<file path="src/rtl/shm_pkg.sv">
// Package: shared definitions for the shared-pin mode block.
// Assumes: nothing beyond IEEE 1800-2017.
package shm_pkg;

    // Bit clock source encoding driven on bclk_src_sel.
    typedef enum logic {
        BCLK_INTERNAL = 1'b0,
        BCLK_EXTERNAL = 1'b1
    } bclk_src_t;

    // Index of each signal inside the synchronized bundle.
    localparam int IDX_PIN   = 0;
    localparam int IDX_FRAME = 1;
    localparam int NUM_ASYNC = 2;

endpackage

</file>
<file path="src/rtl/shm_sync.sv">
// Module: shm_sync
// Multi-stage synchronizer for a bundle of asynchronous single-bit inputs.
// Assumes: each bit is independent (no multi-bit coherency needed) and
// STAGES >= 1. Only rst_n clears the chain; power-down does not.
module shm_sync #(
    parameter int WIDTH  = 2,
    parameter int STAGES = 2
) (
    input  logic             clk,
    input  logic             rst_n,
    input  logic [WIDTH-1:0] async_in,
    output logic [WIDTH-1:0] sync_out
);

    logic [WIDTH-1:0] stage_q [STAGES];

    genvar gi;
    generate
        for (gi = 0; gi < STAGES; gi++) begin : g_stage
            if (gi == 0) begin : g_first
                // First capture flop of the chain.
                always_ff @(posedge clk) begin
                    if (!rst_n) stage_q[gi] <= '0;
                    else        stage_q[gi] <= async_in;
                end
            end else begin : g_next
                // Later flops settle metastability.
                always_ff @(posedge clk) begin
                    if (!rst_n) stage_q[gi] <= '0;
                    else        stage_q[gi] <= stage_q[gi-1];
                end
            end
        end
    endgenerate

    assign sync_out = stage_q[STAGES-1];

endmodule

</file>
<file path="src/rtl/shm_edge_det.sv">
// Module: shm_edge_det
// Produces one-cycle rise and fall pulses for each bit of a synchronized bundle.
// Assumes: inputs are already in the clk domain.
module shm_edge_det #(
    parameter int WIDTH = 2
) (
    input  logic             clk,
    input  logic             rst_n,
    input  logic [WIDTH-1:0] level,
    output logic [WIDTH-1:0] rise,
    output logic [WIDTH-1:0] fall
);

    logic [WIDTH-1:0] prev_q;

    // Keep the previous level so transitions can be detected.
    always_ff @(posedge clk) begin
        if (!rst_n) prev_q <= '0;
        else        prev_q <= level;
    end

    // Edge pulses compare the current level with the stored one.
    always_comb begin
        rise = level & ~prev_q;
        fall = ~level & prev_q;
    end

endmodule

</file>
<file path="src/rtl/shm_clk_detect.sv">
// Module: shm_clk_detect
// Counts shared-pin rising edges inside each frame clock half period. When
// THRESH edges land in one half period, it sets a sticky external-clock flag.
// Assumes: pulses are single-cycle in the clk domain; clear is a synchronous
// power-down that also removes the sticky flag.
module shm_clk_detect #(
    parameter int THRESH = 4
) (
    input  logic clk,
    input  logic rst_n,
    input  logic clear,
    input  logic pin_rise,
    input  logic frame_edge,
    output logic ext_set,
    output logic ext_mode
);

    localparam int CW = $clog2(THRESH + 1);
    localparam logic [CW-1:0] LAST = CW'(THRESH - 1);
    localparam logic [CW-1:0] FULL = CW'(THRESH);

    logic [CW-1:0] cnt_q;
    logic          ext_q;

    // The flag sets when the edge that completes the threshold arrives.
    always_comb begin
        ext_set = !clear && !ext_q && pin_rise && !frame_edge && (cnt_q == LAST);
    end

    // Rising-edge count per phase; it saturates and restarts on frame edges.
    always_ff @(posedge clk) begin
        if (!rst_n || clear) begin
            cnt_q <= '0;
        end else if (frame_edge) begin
            cnt_q <= pin_rise ? CW'(1) : '0;
        end else if (pin_rise && cnt_q != FULL) begin
            cnt_q <= cnt_q + CW'(1);
        end
    end

    // Sticky mode flag; only power-down or reset removes it.
    always_ff @(posedge clk) begin
        if (!rst_n || clear) ext_q <= 1'b0;
        else if (ext_set)    ext_q <= 1'b1;
    end

    assign ext_mode = ext_q;

    a_r3_cnt_bounded: assert property (@(posedge clk) disable iff (!rst_n)
        cnt_q <= FULL);
    a_r2_ext_needs_edge: assert property (@(posedge clk) disable iff (!rst_n)
        $rose(ext_q) |-> $past(pin_rise));
    a_r4_sticky: assert property (@(posedge clk) disable iff (!rst_n)
        ext_q && !clear |=> ext_q);
    a_r1_clear_mode: assert property (@(posedge clk) disable iff (!rst_n)
        clear |=> !ext_q && cnt_q == '0);

endmodule

</file>
<file path="src/rtl/shm_level_filter.sv">
// Module: shm_level_filter
// Samples the pin level on each strobe (a frame clock falling edge). After
// RUN_LEN equal samples in a row, it sets the output to the inverse of that
// level: a low run turns the control on and a high run turns it off.
// Assumes: strobe is a single-cycle pulse; clear holds the filter idle
// (power-down or external mode).
module shm_level_filter #(
    parameter int RUN_LEN = 8
) (
    input  logic clk,
    input  logic rst_n,
    input  logic clear,
    input  logic strobe,
    input  logic level,
    output logic enable
);

    localparam int RW = $clog2(RUN_LEN + 1);
    localparam logic [RW-1:0] RUN_FULL = RW'(RUN_LEN);

    logic [RW-1:0] run_q;
    logic [RW-1:0] run_next;
    logic          last_q;
    logic          have_q;
    logic          en_q;

    // Next run length: extend it on a repeated level, restart it otherwise.
    always_comb begin
        if (have_q && level == last_q)
            run_next = (run_q == RUN_FULL) ? RUN_FULL : run_q + RW'(1);
        else
            run_next = RW'(1);
    end

    // Run tracking state, updated only on strobes.
    always_ff @(posedge clk) begin
        if (!rst_n || clear) begin
            run_q  <= '0;
            last_q <= 1'b0;
            have_q <= 1'b0;
        end else if (strobe) begin
            run_q  <= run_next;
            last_q <= level;
            have_q <= 1'b1;
        end
    end

    // Output register, changed only when a full run completes.
    always_ff @(posedge clk) begin
        if (!rst_n || clear)
            en_q <= 1'b0;
        else if (strobe && run_next == RUN_FULL)
            en_q <= ~level;
    end

    assign enable = en_q;

    a_r6_change_on_strobe: assert property (@(posedge clk) disable iff (!rst_n)
        !$stable(en_q) && !$past(clear) |-> $past(strobe));
    a_r8_run_bounded: assert property (@(posedge clk) disable iff (!rst_n)
        run_q <= RUN_FULL);
    a_r5_off_when_clear: assert property (@(posedge clk) disable iff (!rst_n)
        clear |=> !en_q);

endmodule

</file>
<file path="src/rtl/shm_pin_mode.sv">
// Module: shm_pin_mode (top)
// Classifies a shared pin either as an external bit clock (sticky mode) or
// as a de-emphasis control level that is filtered over frame clock falling
// edges.
// Assumes: frame_clk and shared_pin are asynchronous and slower than clk/2,
// so each transition is seen once after synchronization. power_down is
// synchronous to clk.
module shm_pin_mode
    import shm_pkg::*;
#(
    parameter int SYNC_STAGES = 2,
    parameter int EDGE_THRESH = 4,
    parameter int RUN_LEN     = 8
) (
    input  logic clk,
    input  logic rst_n,
    input  logic frame_clk,
    input  logic shared_pin,
    input  logic power_down,
    output logic ext_mode,
    output logic deemph_en,
    output logic bclk_src_sel
);

    logic [NUM_ASYNC-1:0] raw_bus;
    logic [NUM_ASYNC-1:0] sync_bus;
    logic [NUM_ASYNC-1:0] rise_bus;
    logic [NUM_ASYNC-1:0] fall_bus;
    logic                 ext_set;
    logic                 ext_q;
    logic                 filt_clear;
    logic                 filt_en;
    bclk_src_t            src;

    // Gather the asynchronous inputs into one bundle.
    always_comb begin
        raw_bus            = '0;
        raw_bus[IDX_PIN]   = shared_pin;
        raw_bus[IDX_FRAME] = frame_clk;
    end

    shm_sync #(.WIDTH(NUM_ASYNC), .STAGES(SYNC_STAGES)) u_sync (
        .clk      (clk),
        .rst_n    (rst_n),
        .async_in (raw_bus),
        .sync_out (sync_bus)
    );

    shm_edge_det #(.WIDTH(NUM_ASYNC)) u_edges (
        .clk   (clk),
        .rst_n (rst_n),
        .level (sync_bus),
        .rise  (rise_bus),
        .fall  (fall_bus)
    );

    shm_clk_detect #(.THRESH(EDGE_THRESH)) u_detect (
        .clk        (clk),
        .rst_n      (rst_n),
        .clear      (power_down),
        .pin_rise   (rise_bus[IDX_PIN]),
        .frame_edge (rise_bus[IDX_FRAME] | fall_bus[IDX_FRAME]),
        .ext_set    (ext_set),
        .ext_mode   (ext_q)
    );

    // The level filter is idle in power-down and in external mode, including
    // the cycle in which external mode is being entered.
    always_comb begin
        filt_clear = power_down | ext_q | ext_set;
    end

    shm_level_filter #(.RUN_LEN(RUN_LEN)) u_filter (
        .clk    (clk),
        .rst_n  (rst_n),
        .clear  (filt_clear),
        .strobe (fall_bus[IDX_FRAME]),
        .level  (sync_bus[IDX_PIN]),
        .enable (filt_en)
    );

    // Map the mode flag onto the bit clock source encoding.
    always_comb begin
        src = ext_q ? BCLK_EXTERNAL : BCLK_INTERNAL;
    end

    assign ext_mode     = ext_q;
    assign deemph_en    = filt_en;
    assign bclk_src_sel = src;

    a_r5_no_deemph_in_ext: assert property (@(posedge clk) disable iff (!rst_n)
        ext_mode |-> !deemph_en);
    a_r1_pd_clears_outputs: assert property (@(posedge clk) disable iff (!rst_n)
        power_down |=> !ext_mode && !deemph_en && !bclk_src_sel);
    a_r4_ext_held: assert property (@(posedge clk) disable iff (!rst_n)
        ext_mode && !power_down |=> ext_mode && bclk_src_sel);

endmodule

</file>
<file path="config.mk">
export PLATFORM = sky130hd
export DESIGN_NAME = shm_pin_mode
export DESIGN_NICKNAME = d
export VERILOG_FILES = /design/src/rtl/shm_pkg.sv /design/src/rtl/shm_sync.sv /design/src/rtl/shm_edge_det.sv /design/src/rtl/shm_clk_detect.sv /design/src/rtl/shm_level_filter.sv /design/src/rtl/shm_pin_mode.sv
export SDC_FILE = /design/constraint.sdc
export NUM_CORES = 1
export LEC_CHECK = 0
export ABC_AREA = 1
export BUFFER_PORTS_ARGS = -buffer_cell sky130_fd_sc_hd__buf_2
export CAP_MARGIN = 20
export CORE_ASPECT_RATIO = 1.1
export CORE_MARGIN = 2
export CORE_UTILIZATION = 55
export CTS_CLUSTER_DIAMETER = 200
export CTS_CLUSTER_SIZE = 20
export DETAILED_ROUTE_END_ITERATION = 12
export GPL_TIMING_DRIVEN = 0
export PLACE_DENSITY = 0.81
export SYNTH_ARGS = -nofsm -noshare
export SYNTH_HDL_FRONTEND = slang
export SYNTH_HIERARCHICAL = 1
export SYNTH_SLANG_ARGS = --single-unit
</file>
<file path="constraint.sdc">
create_clock -name clk -period 4.2 [get_ports clk]
set_input_delay 0.63 -clock clk [delete_from_list [all_inputs] [get_ports clk]]
set_output_delay 0.63 -clock clk [all_outputs]
set_load 0.05 [all_outputs]
</file>
# Word level (Yosys, flattened, before mapping)
# Memory sizes are Yosys's and may differ from the RTL's.
# Cells that the tools add are included.
# totals
register_bits,13
latch_bits,0
ram_bits,4
romBits,0
out_inout_bits,3
n_memories,1
# memory_table
name,depth,width,read_ports,rd_ports_with_merged_regs,write_ports,line_no,text
u_sync.stage_q,2,2,2,0,2,shm_sync.sv:15,logic [WIDTH-1:0] stage_q [STAGES];
# op_classes
add_sub_neg,2
n_mul,0
n_div,0
magnitude_cmp,0
eq_ne,5
n_shift,0
n_mux,10
bitwise_logic,10
n_reduce_logical,14
# op_table
op,n
$eq 4x4->1 const B,2
$mux 4,2
$logic_and 1x1->1,7
$mux 3,2
$or 1x1->1,5
$add 4x1->4 const B,1
$and 2x2->2,2
$logic_not 1->1,4
$mux 1,4
$mux 2,2
$not 2->2,2
$add 3x1->3 const B,1
$eq 3x2->1 const B,1
$ne 3x3->1 const B,1
$logic_or 1x1->1,2
$reduce_bool 2->1,1
$eq 1x1->1,1
$not 1->1,1

# Depth between registers and ports, before layout
# Gate-level depths: netlist of run 1.
# An unclocked memory read counts as a cell.
# depth
ltp_word,9
mapped_depth,13

# Modules after synthesis
# Netlist of run 1, hierarchy kept.
# by_module_without_submodules
module,n_inst,cells_each,area_each_um2
shm_level_filter,1,58,404.1
shm_clk_detect,1,33,246.5
shm_sync,1,12,110.1
shm_edge_det,1,14,90.1
shm_pin_mode,1,5,25.0

# Worst setup path before layout of run 1
# OpenSTA, ideal clock, no wires.
# synth_timing
path_type,flip-flop to output port
start,"register u_detect.ext_q, in the netlist u_detect/ext_mode"
end,output ext_mode
arrival_ns,0.952
t_required_ns,3.570
setup_slack_ns,2.618
path_stages_with_launch,2
path_cell_list,dfxtp_1 buf_4
# synth_rtl
element,line_no,text
start: declaration,shm_clk_detect.sv:23,logic ext_q;
start signal: assignment,shm_clk_detect.sv:43,if (!rst_n || clear) ext_q <= 1'b0;
start signal: assignment,shm_clk_detect.sv:44,else if (ext_set) ext_q <= 1'b1;
end: declaration,shm_pin_mode.sv:20,"output logic ext_mode,"
# No word-level cell between the ends.

# Final worst setup path of run 1
# layout_timing
start,register u_edges.prev_q[1]
end,register u_filter.run_q[0]
# layout_via
word_cells_on_any_way,9
cone_classes,bitwise (5); reduce/logical (4)
# layout_rtl
element,line_no,text
start: declaration,shm_edge_det.sv:14,logic [WIDTH-1:0] prev_q;
start signal: assignment,shm_edge_det.sv:19,else prev_q <= level;
$and 2x2->2,shm_edge_det.sv:25,fall = ~level & prev_q;
via fall_bus[1],shm_pin_mode.sv:28,logic [NUM_ASYNC-1:0] fall_bus;
$or 1x1->1,shm_pin_mode.sv:62,".frame_edge (rise_bus[IDX_FRAME] | fall_bus[IDX_FRAME]),"
$logic_not 1->1,shm_clk_detect.sv:27,ext_set = !clear && !ext_q && pin_rise && !frame_edge && (cnt_q == LAST);
$logic_and 1x1->1 (2 in a row),shm_clk_detect.sv:27,
via ext_set,shm_pin_mode.sv:29,logic ext_set;
$or 1x1->1,shm_pin_mode.sv:70,filt_clear = power_down | ext_q | ext_set;
via filt_clear,shm_pin_mode.sv:31,logic filt_clear;
$logic_or 1x1->1,shm_level_filter.sv:37,if (!rst_n || clear) begin
end signal: assignment,shm_level_filter.sv:42,run_q <= run_next;
end: declaration,shm_level_filter.sv:21,logic [RW-1:0] run_q;
# The timed path passes the listed nets, and every way through them passes these cells.
# A chain may end at the register's enable or synchronous reset.

==> out/results.txt, run 1 <==
CP Class -> reg -> reg
Syn Nets -> 130
mean post-synth cell area -> 7.24 um2
Worst Setup End Kind -> register
critical path arrival -> 2.11 ns
most frequent cells in the layout -> inv_1, nand2_1, dfxtp_1
CTS Buf Count -> 3
Remaining DRCs -> 0
yosys warns -> 6
Cell Pwr Density -> 281 nW/um2
routability cong. -> 0.796
gr ovfl total -> 0
status -> complete, no violations
Setup TNS -> 0 ns
Max transition margin -> 73.5%
Register-to-Register Path Depth -> 13
reg-to-reg slack, setup -> 2.32 ns
Hold Crit Start -> u_sync/stage_q[0][0]$_SDFF_PN0_
DR vias -> 718
worst slew pin tran -> 0.396 ns
Critical-path top delay cell -> dfxtp_1
max cap viols -> 0
first-pass GRT wire length -> 2.42 mm
largest net degree at the start of global routing -> 10
clk sinks -> 17
DP Wirelength -> 1.07 mm
Global Route Usage Sum -> 16.7%
Tcrit/Tclk final -> 44.7%
vias in the first global route -> 622
CTS Root Buffer Type -> clkbuf_4
CTS tree -> done
Syn Inst Count -> 120
peak supply drop -> 0.187 mV
commonest non-fill, non-tap cell in the layout -> inv_1
final setup violation count -> 0
Tmin final -> 1.88 ns
Cell Area, Synth -> 868 um2
Ports -> 8
# diodes -> 0
Setup crit start kind -> register
port buffer count -> 7
Fin Clk Skew -> 0.00147 ns
worst reg2reg path startpoint -> u_edges/prev_q[1]$_SDFF_PN0_
vias per cell -> 4.85
area delta synth->final -> 9.51%
most used cell along the critical path -> inv_1
row count -> 15
antenna violations before repair -> 0
die area -> 1910 um2
DR iter-0 viols -> 10
core box area -> 1520 um2
H-Tree Depth -> 1
leakage power -> 0.459 nW
Die W -> 41.9 um
Reg-to-Reg End -> u_filter/run_q[0]$_SDFFE_PP0P_
CTS Hold Bufs -> 0
wire length per cell -> 9.38 um
Post-CTS Setup Bufs -> 0
Final Hold Fails -> 0
Hold EP -> u_sync/stage_q[1][0]$_SDFF_PN0_
routed wire length -> 1.39 mm
Pre-antenna DRT Iters -> 4
Peak Freq -> 0.533 GHz
Final Max Slew Viols -> 0
RSZ-0062 raised after global routing -> no
Max Root-Sink Buffers -> 2
crit path buf inv count -> 6
Initial Util -> 57.1%
Fin Hold WS -> 0.421 ns
Worst Hold Class -> reg -> reg
Die Y -> 45.7 um
CTS resizes -> 0
clock-pin transition on the worst setup and hold timing paths -> 0.09 ns
layout net count -> 142
cells along the critical path -> inv_1, nor2_1, or2_1, inv_2, nand4_1, inv_1, inv_1, nand2_1, nor2_1, inv_1, a21oi_1, o21ai_1, inv_1
Crit path max-delay family -> simple AND/OR/NAND/NOR gates
critical path fanouts, max -> 7
fraction of layout cells with a size suffix above 1 -> 19.1%
Worst Hold Path Cells -> 2
worst skew pair latency -> 0.28 ns
Worst path max stage delay -> 0.35 ns
critical path data required time -> 4.44 ns
post-route ant nets -> 0
[worst register-to-register path: stages, from the launching register on]
cell and delay, ns:
dfxtp_1 0.35, inv_1 0.04, nor2_1 0.31, or2_1 0.21
inv_2 0.08, nand4_1 0.12, inv_1 0.06, inv_1 0.05
nand2_1 0.04, nor2_1 0.17, inv_1 0.14, a21oi_1 0.13
o21ai_1 0.08, inv_1 0.05
[state kept, by name (all words and copies together) (netlist names)]
name,cells
u_detect/cnt_q,3
u_detect/ext_mode,1
u_edges/prev_q,2
u_filter/enable,1
u_filter/have_q,1
u_filter/last_q,1
u_filter/run_q,4
u_sync/stage_q,4
[area by class of cell]
class / count / area (um2)
clock buffer: 4 / 26.3
tap: 17 / 21.3
inverter: 30 / 113
timing repair buffer: 7 / 35.0
sequential: 17 / 340
fill: 142 / 569
buffer: 1 / 7.51
multi-input combinational: 72 / 408
[worst max-delay path by stage]
stage                                         from                        endpoint  slack (ns)  depth (start not counted)
floorplan           u_detect/ext_mode$_SDFFE_PP0P_                        ext_mode        2.62                          1
global placement      u_edges/prev_q[1]$_SDFF_PN0_  u_filter/run_q[0]$_SDFFE_PP0P_        2.38                         13
finish                u_edges/prev_q[1]$_SDFF_PN0_  u_filter/run_q[0]$_SDFFE_PP0P_        2.32                         13
detailed placement    u_edges/prev_q[1]$_SDFF_PN0_  u_filter/run_q[0]$_SDFFE_PP0P_        2.34                         13
CTS                   u_edges/prev_q[1]$_SDFF_PN0_  u_filter/run_q[0]$_SDFFE_PP0P_        2.31                         13
global route          u_edges/prev_q[1]$_SDFF_PN0_  u_filter/run_q[0]$_SDFFE_PP0P_        2.01                         13
[power by group]
group	internal (mW)	total, mW	leakage (nW)	switching [mW]
Sequential	0.164	0.166	0.138	0.00210
Combinational	0.00601	0.0177	0.306	0.0117
Clock	0.0368	0.0834	0.0150	0.0465
Total	0.207	0.267	0.459	0.0603
[per-stage QoR]
stage                     cell area [um2]  power [mW]  setup WS [ns]  instances  utilization [%]
after floorplan                       868       0.182           2.62        120                -
after global placement                925       0.187           2.38        144             60.8
after detailed placement              925       0.188           2.34        144             60.8
after CTS                             951       0.272           2.31        148             62.6
after global routing                  951       0.281           2.01        148             62.6
final                                 951       0.267           2.32        148             62.6
[layer usage]
layer  wire [um]  up-vias  GRT usage (%)  share of wire, %
met2         683       10           29.1                49
met1         651      317           19.2                47
met5           0        -              0                 0
met3          40        2           3.57               2.9
met4          13        0           9.68              0.94
li1            -      389              -                 -
Note: power is estimated with default switching activity, not from simulation.
==> inputs of run 2 (changes only) <==
- CORE_UTILIZATION: 55 -> 50
- PLACE_DENSITY: 0.81 -> 0.78
- clock period: 4.2 -> 1.61 ns (I/O delays scaled with it)
==> run 2 against run 1 <==
- first-iteration DRC count rose by 20%
- die area rose by 9.1%
- cell area rose by 5.7%
- register-to-register slack got worse by 2.2 ns
- total power rose to 2.7 times the previous value
- largest cell class unchanged
- final cell count rose by 2.7%
- worst hold slack got worse by 0.29 ns
- critical path type unchanged
- maximum frequency rose by 26%
- worst setup slack got worse by 2.2 ns
==> out/results.txt, run 2 (synthesis results as in run 1) <==
status -> complete, no violations (unchanged)
largest net degree at the start of global routing -> 10 (unchanged)
vias in the first global route -> 620 (was 622)
post-route ant nets -> 0 (unchanged)
row count -> 15 (unchanged)
Global Route Usage Sum -> 15.3% (was 16.7%)
leakage power -> 0.481 nW (was 0.459 nW)
port buffer count -> 7 (unchanged)
Largest regs -> u_filter/run_q: 4 flops, u_sync/stage_q: 4 flops, u_detect/cnt_q: 3 flops (unchanged)
# diodes -> 0 (unchanged)
Fin Hold WS -> 0.134 ns (was 0.421 ns)
Tcrit/Tclk final -> 92.7% (was 44.7%)
DP Wirelength -> 1.06 mm (was 1.07 mm)
Register-to-Register Path Depth -> 12 (was 13)
Final Max Slew Viols -> 0 (unchanged)
max cap viols -> 0 (unchanged)
DR vias -> 753 (was 718)
layout net count -> 146 (was 142)
CTS Buf Count -> 3 (unchanged)
post-layout util -> 63.0% (was 62.6%)
Worst Hold Path Cells -> 3 (was 2)
Die W -> 43.7 um (was 41.9 um)
routed wire length -> 1.48 mm (was 1.39 mm)
fraction of layout cells with a size suffix above 1 -> 25.2% (was 19.1%)
peak supply drop -> 0.488 mV (was 0.187 mV)
Tmin final -> 1.49 ns (was 1.88 ns)
worst slew pin tran -> 0.264 ns (was 0.396 ns)
Remaining DRCs -> 0 (unchanged)
Max transition margin -> 82.4% (was 73.5%)
critical path arrival -> 1.72 ns (was 2.11 ns)
worst skew pair latency -> 0.28 ns (about the same)
Peak Freq -> 0.670 GHz (was 0.533 GHz)
Ports -> 8 (unchanged)
routability cong. -> 0.861 (was 0.796)
Initial Util -> 54.4% (was 57.1%)
CTS Hold Bufs -> 0 (unchanged)
Worst Setup End Kind -> register (unchanged)
commonest non-fill, non-tap cell in the layout -> inv_1 (unchanged)
clk sinks -> 17 (unchanged)
core box area -> 1600 um2 (was 1520 um2)
wire length per cell -> 9.72 um (was 9.38 um)
Pre-antenna DRT Iters -> 5 (was 4)
Fin Clk Skew -> 0.00289 ns (was 0.00147 ns)
vias per cell -> 4.95 (was 4.85)
DR iter-0 viols -> 12 (was 10)
CTS Root Buffer Type -> clkbuf_4 (unchanged)
reg-to-reg slack, setup -> 0.12 ns (was 2.32 ns)
Final Hold Fails -> 0 (unchanged)
CP Class -> reg -> reg (unchanged)
critical path fanouts, max -> 7 (unchanged)
final setup violation count -> 0 (unchanged)
Max Root-Sink Buffers -> 2 (unchanged)
critical path data required time -> 1.84 ns (was 4.44 ns)
first-pass GRT wire length -> 2.35 mm (was 2.42 mm)
Cell Pwr Density -> 712 nW/um2 (was 281 nW/um2)
Setup crit start kind -> register (unchanged)
Worst Hold Class -> in -> reg (was reg -> reg)
die area -> 2090 um2 (was 1910 um2)
area delta synth->final -> 15.7% (was 9.51%)
H-Tree Depth -> 1 (unchanged)
Die Y -> 47.7 um (was 45.7 um)
gr ovfl total -> 0 (unchanged)
CTS tree -> done (unchanged)
antenna violations before repair -> 0 (unchanged)
most frequent cells in the layout -> inv_1, nand2_1, dfxtp_1 (unchanged)
clock-pin transition on the worst setup and hold timing paths -> 0.09 ns (about the same)
-- run 2: stage by stage --
step | setup TNS (ns) | setup slack [ns] | power [mW] | cells | instance area (um2)
global placement | -0.681 | -0.218 | 0.488 | 144 | 925
floorplan | 0 | 0.0366 | 0.475 | 120 | 868
global route | -0.0138 | -0.0101 | 0.744 | 152 | 1000
CTS | 0 | 0.0144 | 0.716 | 148 | 963
finish | 0 | 0.118 | 0.715 | 152 | 1000
detailed placement | -0.929 | -0.250 | 0.490 | 144 | 925
-- run 2: final timing paths --
check,start,endpoint
setup / recovery,u_edges/prev_q[1]$_SDFF_PN0_,u_filter/run_q[3]$_SDFFE_PP0P_
hold / removal,shared_pin,u_sync/stage_q[0][0]$_SDFF_PN0_
setup reg to reg,u_edges/prev_q[1]$_SDFF_PN0_,u_filter/run_q[3]$_SDFFE_PP0P_
hold reg to reg,u_sync/stage_q[0][0]$_SDFF_PN0_,u_sync/stage_q[1][0]$_SDFF_PN0_
-- run 2: where the power goes --
group	switching (mW)	internal [mW]
combinational	0.0354	0.0227
clock	0.126	0.0962
sequential	0.00596	0.429
-- run 2: routing by layer --
| metal | GRT usage [%] | vias to the layer above | part of all wire (%) |
|---|---|---|---|
| li1 | - | 402 | - |
| met1 | 16.7 | 337 | 46 |
| met2 | 27.9 | 12 | 50 |
| met3 | 2.26 | 2 | 3.2 |
| met4 | 10.3 | 0 | 0.81 |
| met5 | 0 | - | 0 |
-- run 2: repair_timing --
item,CTS,global route
hold endpoints to repair,0,0
endpoints found under the setup margin,7,7
buffers inserted,0,4
pin swaps,0,4
resized for setup,5,4
-- run 2: cell type report --
cell class                      count  area [um2]
Timing Repair Buffer               11        65.1
Sequential cell                    17         342
Multi-Input combinational cell     72         425
Clock buffer                        4        26.3
Inverter                           30         118
Buffer                              1        7.51
Fill cell                         143         591
Tap cell                           17        21.3
-- run 2: critical path: stages, from the launching register on --
cell and delay [ns]:
dfxtp_2 0.35, inv_1 0.06, nor2_4 0.15, or2_4 0.17, inv_6 0.05, nand4_1 0.10, inv_1 0.04, inv_1 0.05
nand2_1 0.07, nor2_4 0.12, inv_2 0.05, buf_4 0.14, nor2_1 0.09
